### src/rtl/dit_pkg.sv
package dit_pkg;

  localparam int WORD_W    = 16;
  localparam int RATE_W    = 3;
  localparam int NUM_RATES = (1 << RATE_W) - 1;

  typedef enum logic [2:0] {
    CLR_NONE  = 3'd0,
    CLR_LIMIT = 3'd1,
    CLR_LOST  = 3'd2,
    CLR_SYS   = 3'd3
  } clr_code_e;

  typedef struct packed {
    logic [RATE_W-1:0] rate;
    logic              load_rate;
    logic              mreset;
    clr_code_e         clr_code;
    logic              clr_all;
    logic              cnt_clr_en;
    logic              wr_to_cnt;
    logic              irq_en;
  } ctl_t;

  // Control word field extraction (index = 15 - word bit).
  function automatic ctl_t decode_ctl(input logic [WORD_W-1:0] w);
    ctl_t c;
    c.rate       = w[15:13];
    c.load_rate  = w[12];
    c.mreset     = w[15] & ~w[12];
    c.clr_code   = clr_code_e'(w[10:8]);
    c.clr_all    = w[5];
    c.cnt_clr_en = w[7];
    c.wr_to_cnt  = w[6];
    c.irq_en     = w[0];
    return c;
  endfunction

  function automatic logic [WORD_W-1:0] pack_status(
    input logic [RATE_W-1:0] rate,
    input logic lim_f, input logic lost_f, input logic sys_f,
    input logic wr_to_cnt, input logic cnt_clr_en);
    logic [WORD_W-1:0] s;
    s        = '0;
    s[14]    = 1'b1;
    s[13:11] = rate;
    s[5]     = lim_f;
    s[4]     = lost_f;
    s[2]     = sys_f;
    s[1]     = wr_to_cnt;
    s[0]     = cnt_clr_en;
    return s;
  endfunction

endpackage

### src/rtl/dit_divider.sv
module dit_divider
  import dit_pkg::*;
#(
  parameter int BASE_DIV = 100,
  parameter int STEP_DIV = 10
) (
  input  logic              clk,
  input  logic              rst,
  input  logic              restart,
  input  logic [RATE_W-1:0] rate_i,
  output logic              tick_o
);

  localparam int BASE_W = (BASE_DIV > 2) ? $clog2(BASE_DIV) : 1;
  localparam int STEP_W = (STEP_DIV > 2) ? $clog2(STEP_DIV) : 1;

  logic [NUM_RATES-1:0] term;   // stage at its last state
  logic [NUM_RATES-1:0] carry;  // stage and all below at last state
  logic [BASE_W-1:0]    base_q;

  always_ff @(posedge clk) begin
    if (rst || restart)            base_q <= '0;
    else if (term[0])              base_q <= '0;
    else                           base_q <= base_q + 1'b1;
  end

  assign term[0]  = (base_q == BASE_W'(BASE_DIV - 1));
  assign carry[0] = term[0];

  for (genvar g = 1; g < NUM_RATES; g++) begin : g_stage
    logic [STEP_W-1:0] q;
    always_ff @(posedge clk) begin
      if (rst || restart)       q <= '0;
      else if (carry[g-1])      q <= term[g] ? '0 : q + 1'b1;
    end
    assign term[g]  = (q == STEP_W'(STEP_DIV - 1));
    assign carry[g] = &term[g:0];
  end

  always_comb begin
    tick_o = 1'b0;
    if (rate_i != '0 && !restart)
      tick_o = carry[rate_i - 3'd1];
  end

endmodule

### src/rtl/dit_counter.sv
module dit_counter #(
  parameter int CNT_W = 16
) (
  input  logic             clk,
  input  logic             rst,
  input  logic             tick_i,
  input  logic             wr_en_i,
  input  logic             wr_to_cnt_i,
  input  logic             cnt_clr_en_i,
  input  logic [CNT_W-1:0] wr_val_i,
  output logic [CNT_W-1:0] cnt_o,
  output logic             match_o
);

  logic [CNT_W-1:0] cnt_q, cnt_d, lim_q, lim_d, cnt_inc;

  assign cnt_inc = cnt_q + 1'b1;
  assign match_o = tick_i && (cnt_inc == lim_q);

  always_comb begin
    cnt_d = cnt_q;
    lim_d = lim_q;
    if (tick_i)
      cnt_d = (match_o && cnt_clr_en_i) ? '0 : cnt_inc;
    if (wr_en_i) begin
      if (wr_to_cnt_i) cnt_d = '0;
      else             lim_d = wr_val_i;
    end
  end

  always_ff @(posedge clk) begin
    if (rst) begin
      cnt_q <= '0;
      lim_q <= '0;
    end else begin
      cnt_q <= cnt_d;
      lim_q <= lim_d;
    end
  end

  assign cnt_o = cnt_q;

endmodule

### src/rtl/dit_flags.sv
module dit_flags
  import dit_pkg::*;
(
  input  logic      clk,
  input  logic      rst,
  input  logic      ctl_wr_i,
  input  logic      clr_all_i,
  input  clr_code_e clr_code_i,
  input  logic      match_i,
  input  logic      sys_set_i,
  output logic      lim_q,
  output logic      lost_q,
  output logic      sys_q,
  output logic      lim_d,
  output logic      lost_d,
  output logic      sys_d
);

  logic lim_k, lost_k, sys_k;

  // Clears first, then sets: a set in the same cycle survives.
  always_comb begin
    lim_k  = lim_q;
    lost_k = lost_q;
    sys_k  = sys_q;
    if (ctl_wr_i) begin
      if (clr_all_i) begin
        lim_k  = 1'b0;
        lost_k = 1'b0;
        sys_k  = 1'b0;
      end else begin
        unique case (clr_code_i)
          CLR_LIMIT: lim_k  = 1'b0;
          CLR_LOST:  lost_k = 1'b0;
          CLR_SYS:   sys_k  = 1'b0;
          default:   ;
        endcase
      end
    end
    if (rst) begin
      lim_d  = 1'b0;
      lost_d = 1'b0;
      sys_d  = 1'b0;
    end else begin
      lim_d  = lim_k | match_i;
      lost_d = lost_k | (match_i & lim_k);
      sys_d  = sys_k | sys_set_i;
    end
  end

  always_ff @(posedge clk) begin
    lim_q  <= lim_d;
    lost_q <= lost_d;
    sys_q  <= sys_d;
  end

endmodule

### src/rtl/dec_itimer.sv
module dec_itimer
  import dit_pkg::*;
#(
  parameter int BASE_DIV = 100,
  parameter int STEP_DIV = 10,
  parameter int CNT_W    = 16
) (
  input  logic        clk,
  input  logic        rst,
  input  logic        io_rst_i,
  input  logic        ctl_wr_i,
  input  logic [15:0] ctl_word_i,
  input  logic        sts_rd_i,
  input  logic        dat_wr_i,
  input  logic [15:0] wr_data_i,
  input  logic        dat_rd_i,
  input  logic        sys_set_i,
  output logic [15:0] rd_data_o,
  output logic        irq_o
);

  ctl_t              dec;
  logic              wipe, restart;
  logic [RATE_W-1:0] rate_q;
  logic              ien_q, ien_d, cclr_q, wsel_q;
  logic              tick_w, match_w;
  logic [CNT_W-1:0]  cnt_w;
  logic              lim_f, lost_f, sys_f, lim_n, lost_n, sys_n;
  logic [15:0]       status_w;
  logic [15:0]       rd_q;
  logic              irq_q;

  assign dec     = decode_ctl(ctl_word_i);
  assign wipe    = rst | io_rst_i | (ctl_wr_i & dec.mreset);
  assign restart = ctl_wr_i & dec.load_rate;

  always_comb begin
    if (wipe)          ien_d = 1'b0;
    else if (ctl_wr_i) ien_d = dec.irq_en;
    else               ien_d = ien_q;
  end

  always_ff @(posedge clk) begin
    ien_q <= ien_d;
    if (wipe) begin
      rate_q <= '0;
      cclr_q <= 1'b0;
      wsel_q <= 1'b0;
    end else if (ctl_wr_i) begin
      cclr_q <= dec.cnt_clr_en;
      wsel_q <= dec.wr_to_cnt;
      if (dec.load_rate) rate_q <= dec.rate;
    end
  end

  dit_divider #(.BASE_DIV(BASE_DIV), .STEP_DIV(STEP_DIV)) u_div (
    .clk     (clk),
    .rst     (wipe),
    .restart (restart),
    .rate_i  (rate_q),
    .tick_o  (tick_w)
  );

  dit_counter #(.CNT_W(CNT_W)) u_cnt (
    .clk          (clk),
    .rst          (wipe),
    .tick_i       (tick_w),
    .wr_en_i      (dat_wr_i),
    .wr_to_cnt_i  (wsel_q),
    .cnt_clr_en_i (cclr_q),
    .wr_val_i     (wr_data_i[CNT_W-1:0]),
    .cnt_o        (cnt_w),
    .match_o      (match_w)
  );

  dit_flags u_flg (
    .clk        (clk),
    .rst        (wipe),
    .ctl_wr_i   (ctl_wr_i),
    .clr_all_i  (dec.clr_all),
    .clr_code_i (dec.clr_code),
    .match_i    (match_w),
    .sys_set_i  (sys_set_i),
    .lim_q      (lim_f),
    .lost_q     (lost_f),
    .sys_q      (sys_f),
    .lim_d      (lim_n),
    .lost_d     (lost_n),
    .sys_d      (sys_n)
  );

  assign status_w = pack_status(rate_q, lim_f, lost_f, sys_f, wsel_q, cclr_q);

  always_ff @(posedge clk) begin
    if (rst || io_rst_i) begin
      rd_q  <= '0;
      irq_q <= 1'b0;
    end else begin
      if (sts_rd_i)      rd_q <= status_w;
      else if (dat_rd_i) rd_q <= 16'(cnt_w);
      irq_q <= sys_n | (ien_d & (lim_n | lost_n));
    end
  end

  assign rd_data_o = rd_q;
  assign irq_o     = irq_q;

endmodule

### config.mk
export PLATFORM = sky130hd
export DESIGN_NAME = dec_itimer
export DESIGN_NICKNAME = d
export VERILOG_FILES = /design/src/rtl/dit_pkg.sv /design/src/rtl/dit_divider.sv /design/src/rtl/dit_counter.sv /design/src/rtl/dit_flags.sv /design/src/rtl/dec_itimer.sv
export SDC_FILE = /design/constraint.sdc
export NUM_CORES = 1
export LEC_CHECK = 0
export ABC_CLOCK_PERIOD_IN_PS = 6800
export BUFFER_PORTS_ARGS = -buffer_cell sky130_fd_sc_hd__buf_4
export CORE_MARGIN = 3
export CORE_UTILIZATION = 56
export CTS_BUF_LIST = sky130_fd_sc_hd__clkbuf_4
export DETAILED_ROUTE_END_ITERATION = 16
export PLACE_DENSITY = 0.75
export SLEW_MARGIN = 20
export SYNTH_ARGS = -nofsm -noshare
export SYNTH_HDL_FRONTEND = slang
export SYNTH_HIERARCHICAL = 1
export SYNTH_SLANG_ARGS = --single-unit
### constraint.sdc
create_clock -name clk -period 6.8 [get_ports clk]
set_input_delay 1.02 -clock clk [delete_from_list [all_inputs] [get_ports clk]]
set_output_delay 1.02 -clock clk [all_outputs]
set_load 0.005 [all_outputs]
==> run_results.csv <==
group,metric,value,unit
status,outcome,"completed",
sta,fin_tns_setup,0,ns
synthesis,ys_async_sr_fraction,0,
die,initial_utilization,0.584,
global_route,grt_pass1_wl,18500,µm
sta,relSlewSlack,0.557,
critical_path,worst-path-max-fanout,18,
synthesis,yosys_warnings,6,
clock_tree,ctsResizeCount,0,
worst_hold_path,whs_endpoint,"u_div/base_q[0]",
sta,slew_viol_final,0,
job,drv_cap,0,
die,core-area,8300,µm²
global_route,grtUsageMet1,0.282,
sta,finalHoldViolCount,0,
sta,worstMarginPinSlew,0.662,ns
clock_tree,ctsHoldBuffers,0,
die,dieArea,9810,µm²
place,hpwl,7960,µm
pwr,vdd_ir_drop_max,95.2,µV
die,die_w,99.0,µm
global_route,grt.overflow.total,0,
pwr,p_leak,0.00191,µW
critical_path,reg2reg_from,"u_div/base_q[0]",
pwr,power,959,µW
sta,fin_crit_sh,0.605,
synthesis,synth_nets,619,
clock_tree,cts_setup_buffers,0,
synthesis,synthFlopType,"dfxtp_1",
clock_tree,cts_buffers,9,
drt,drcViolationCount,0,
synthesis,syn_area,4850,µm²
critical_path,cp-end-kind,"flip-flop",
critical_path,cp_cell_sequence,"buf_4 -> nand2_1 -> inv_1 -> nor2_1 -> nand2_1 -> a2111oi_0 -> a31o_2 -> nand3_1 -> nor4_1 -> o311ai_0 -> or4_1 -> nand3_1 -> o22ai_1",
die,die_h,99.0,µm
drt,vias,4252,
clock_tree,clock_latency,0.44,ns
critical_path,critical_path_required,7.13,ns
sta,fmax,0.243,GHz
cells_and_area,final_util,0.635,
cells_and_area,mostFrequentLayoutCells,"dfxtp_1 (89), nand2_1 (69), buf_4 (53)",
clock_tree,htreeDepth,3,
cells_and_area,drive_gt1_frac,0.162,
place,port_buffers,51,
sta,clock_skew,0.0157,ns
cells_and_area,antenna_cells,0,
synthesis,synth_cell_type_count,72,
drt,drt-initial-drc-count,198,
critical_path,r2r_setup_slack,2.72,ns
cells_and_area,final_common_cell,"dfxtp_1",
cells_and_area,fin_nets,646,
critical_path,r2r_cells,11,
sta,setup_violations,0,
die,fp-row-count,33,
worst_hold_path,min_delay_path_depth,1,
drt,dr.pass1.iters,5,
synthesis,syn_inst,575,
clock_tree,cts-root-buf,"clkbuf_4",
global_route,grt_pass1_vias,4029,
global_route,top_usage_layer,"met2",
synthesis,synth-seq-area-share,0.367,
global_route,use_met2,0.396,
drt,avgViaCountPerCell,5.98,
sta,rsz0062_at_grt,"false",
global_route,grt_max_degree,31,
drt,totalWireLength,10800,µm
sta,layout_min_cycle_time,4.11,ns
cells_and_area,area_growth,8.67,%
critical_path,cp.arrival,4.44,ns
critical_path,r2r-end,"u_cnt/cnt_o[3]",
critical_path,cpPeakStageDelay,0.76,ns
place,place.gp.congestion,0.904,
critical_path,crit_slowest_cell,"or4_1",
critical_path,crit_type,"in -> reg",
worst_hold_path,hp-start,"u_div/base_q[0]",
critical_path,cp-start-kind,"primary input",
critical_path,timing.critical_path.from,"ctl_wr_i",
drt,ant_nets,0,
clock_tree,clk_pin_slew,0.14,ns
synthesis,synth_edf_count,0,
drt,wl_per_cell,15.2,µm
synthesis,synth.avg_cell_area,8.43,µm²
clock_tree,cts_tree,"yes",
clock_tree,cts_max_path_buffers,2,
pwr,powerDensity,182,nW/µm²
clock_tree,clock_sinks,89,
die,io_pins,57,
global_route,gr-usage-met3,0.0340,
worst_hold_path,hold_path_class,"reg -> reg",
global_route,antenna_found_initial,0,
global_route,grt_use_total,0.226,
synthesis,postSynthRegisterBits,89,
==> report_power, final <==
part	switching, µW	internal (µW)
combinational	36.0	30.2
sequential	3.80	527
clock	179	183
==> layout make-up <==
type                       count  area (µm²)
fill                         755        3030
multi-input combinational    427        2700
sequential                    89        1780
timing repair buffer          53         398
tap                          105         131
clock inverter                 6         106
inverter                      22        82.6
clock buffer                   9        67.6
==> sequential cells by signal, indices dropped and copies added (netlist names) <==
name / flops
u_flg/lost_q: 1
wsel_q: 1
rd_data_o: 16
u_flg/lim_q: 1
cclr_q: 1
u_cnt/lim_q: 16
u_flg/sys_q: 1
irq_o: 1
u_div/g_stage.q: 24
rate_q: 3
ien_q: 1
u_div/base_q: 7
u_cnt/cnt_o: 16
==> how the worst max path moves through the flow <==
stage | end | slack [ns] | depth (start not counted)
6_report | u_cnt/cnt_o[3] | 2.69 | 13
5_1_grt | irq_o | 2.29 | 17
4_1_cts | u_cnt/cnt_o[3] | 2.77 | 11
3_5_place_dp | u_cnt/cnt_o[3] | 2.29 | 13
3_3_place_gp | u_cnt/cnt_o[3] | 2.41 | 13
2_1_floorplan | u_cnt/cnt_o[4] | 3.12 | 16
==> cells by family (layout without fill, tap and decap cells) <==
| family | count (synthesis) | count (layout) | share of synthesized area |
|---|---|---|---|
| compound gates | 118 | 118 | 0.154 |
| xor+xnor | 29 | 29 | 0.0524 |
| fa+ha+maj | 4 | 4 | 0.0103 |
| mux | 28 | 28 | 0.0606 |
| buf+inv | 59 | 90 | 0.0759 |
| simple gates | 248 | 248 | 0.279 |
| flops | 89 | 89 | 0.367 |
==> metrics by stage <==
step | area, µm² | hold slack (ns) | setup slack, ns | std cells
2_1_floorplan | 4850 | 0.413 | 3.12 | 575
3_3_place_gp | 5090 | 0.429 | 2.41 | 696
3_5_place_dp | 5090 | 0.436 | 2.29 | 696
4_1_cts | 5270 | 0.455 | 2.77 | 711
5_1_grt | 5270 | 0.471 | 2.29 | 711
6_report | 5270 | 0.453 | 2.69 | 711
==> synthesized netlist by cell type (all sizes together) (11+ instances only) <==
| cell | number | area, µm² |
|---|---|---|
| nor2 | 50 | 188 |
| nand2 | 69 | 259 |
| mux2i | 20 | 200 |
| nand4 | 20 | 146 |
| xor2 | 11 | 96.3 |
| a31oi | 15 | 93.8 |
| xnor2 | 18 | 158 |
| inv | 22 | 82.6 |
| o21ai | 19 | 98.9 |
| buf | 21 | 194 |
| dfxtp | 89 | 1780 |
| nand3 | 25 | 135 |
| a21oi | 44 | 220 |
| clkbuf | 16 | 91.3 |
==> critical path: cells and delay by family <==
family                 cells  cell delay, ns
AO/OA/AOI/OAI              4            1.09
buffers and inverters      2            0.27
AND/OR/NAND/NOR            7            2.06
==> per-layer routing <==
metal	routed length [µm]	vias up
met5	0	-
met4	131	0
met3	405	12
met2	5530	93
met1	4760	2031
li1	-	2116
No activity file was read; power rests on OpenSTA's default activity.
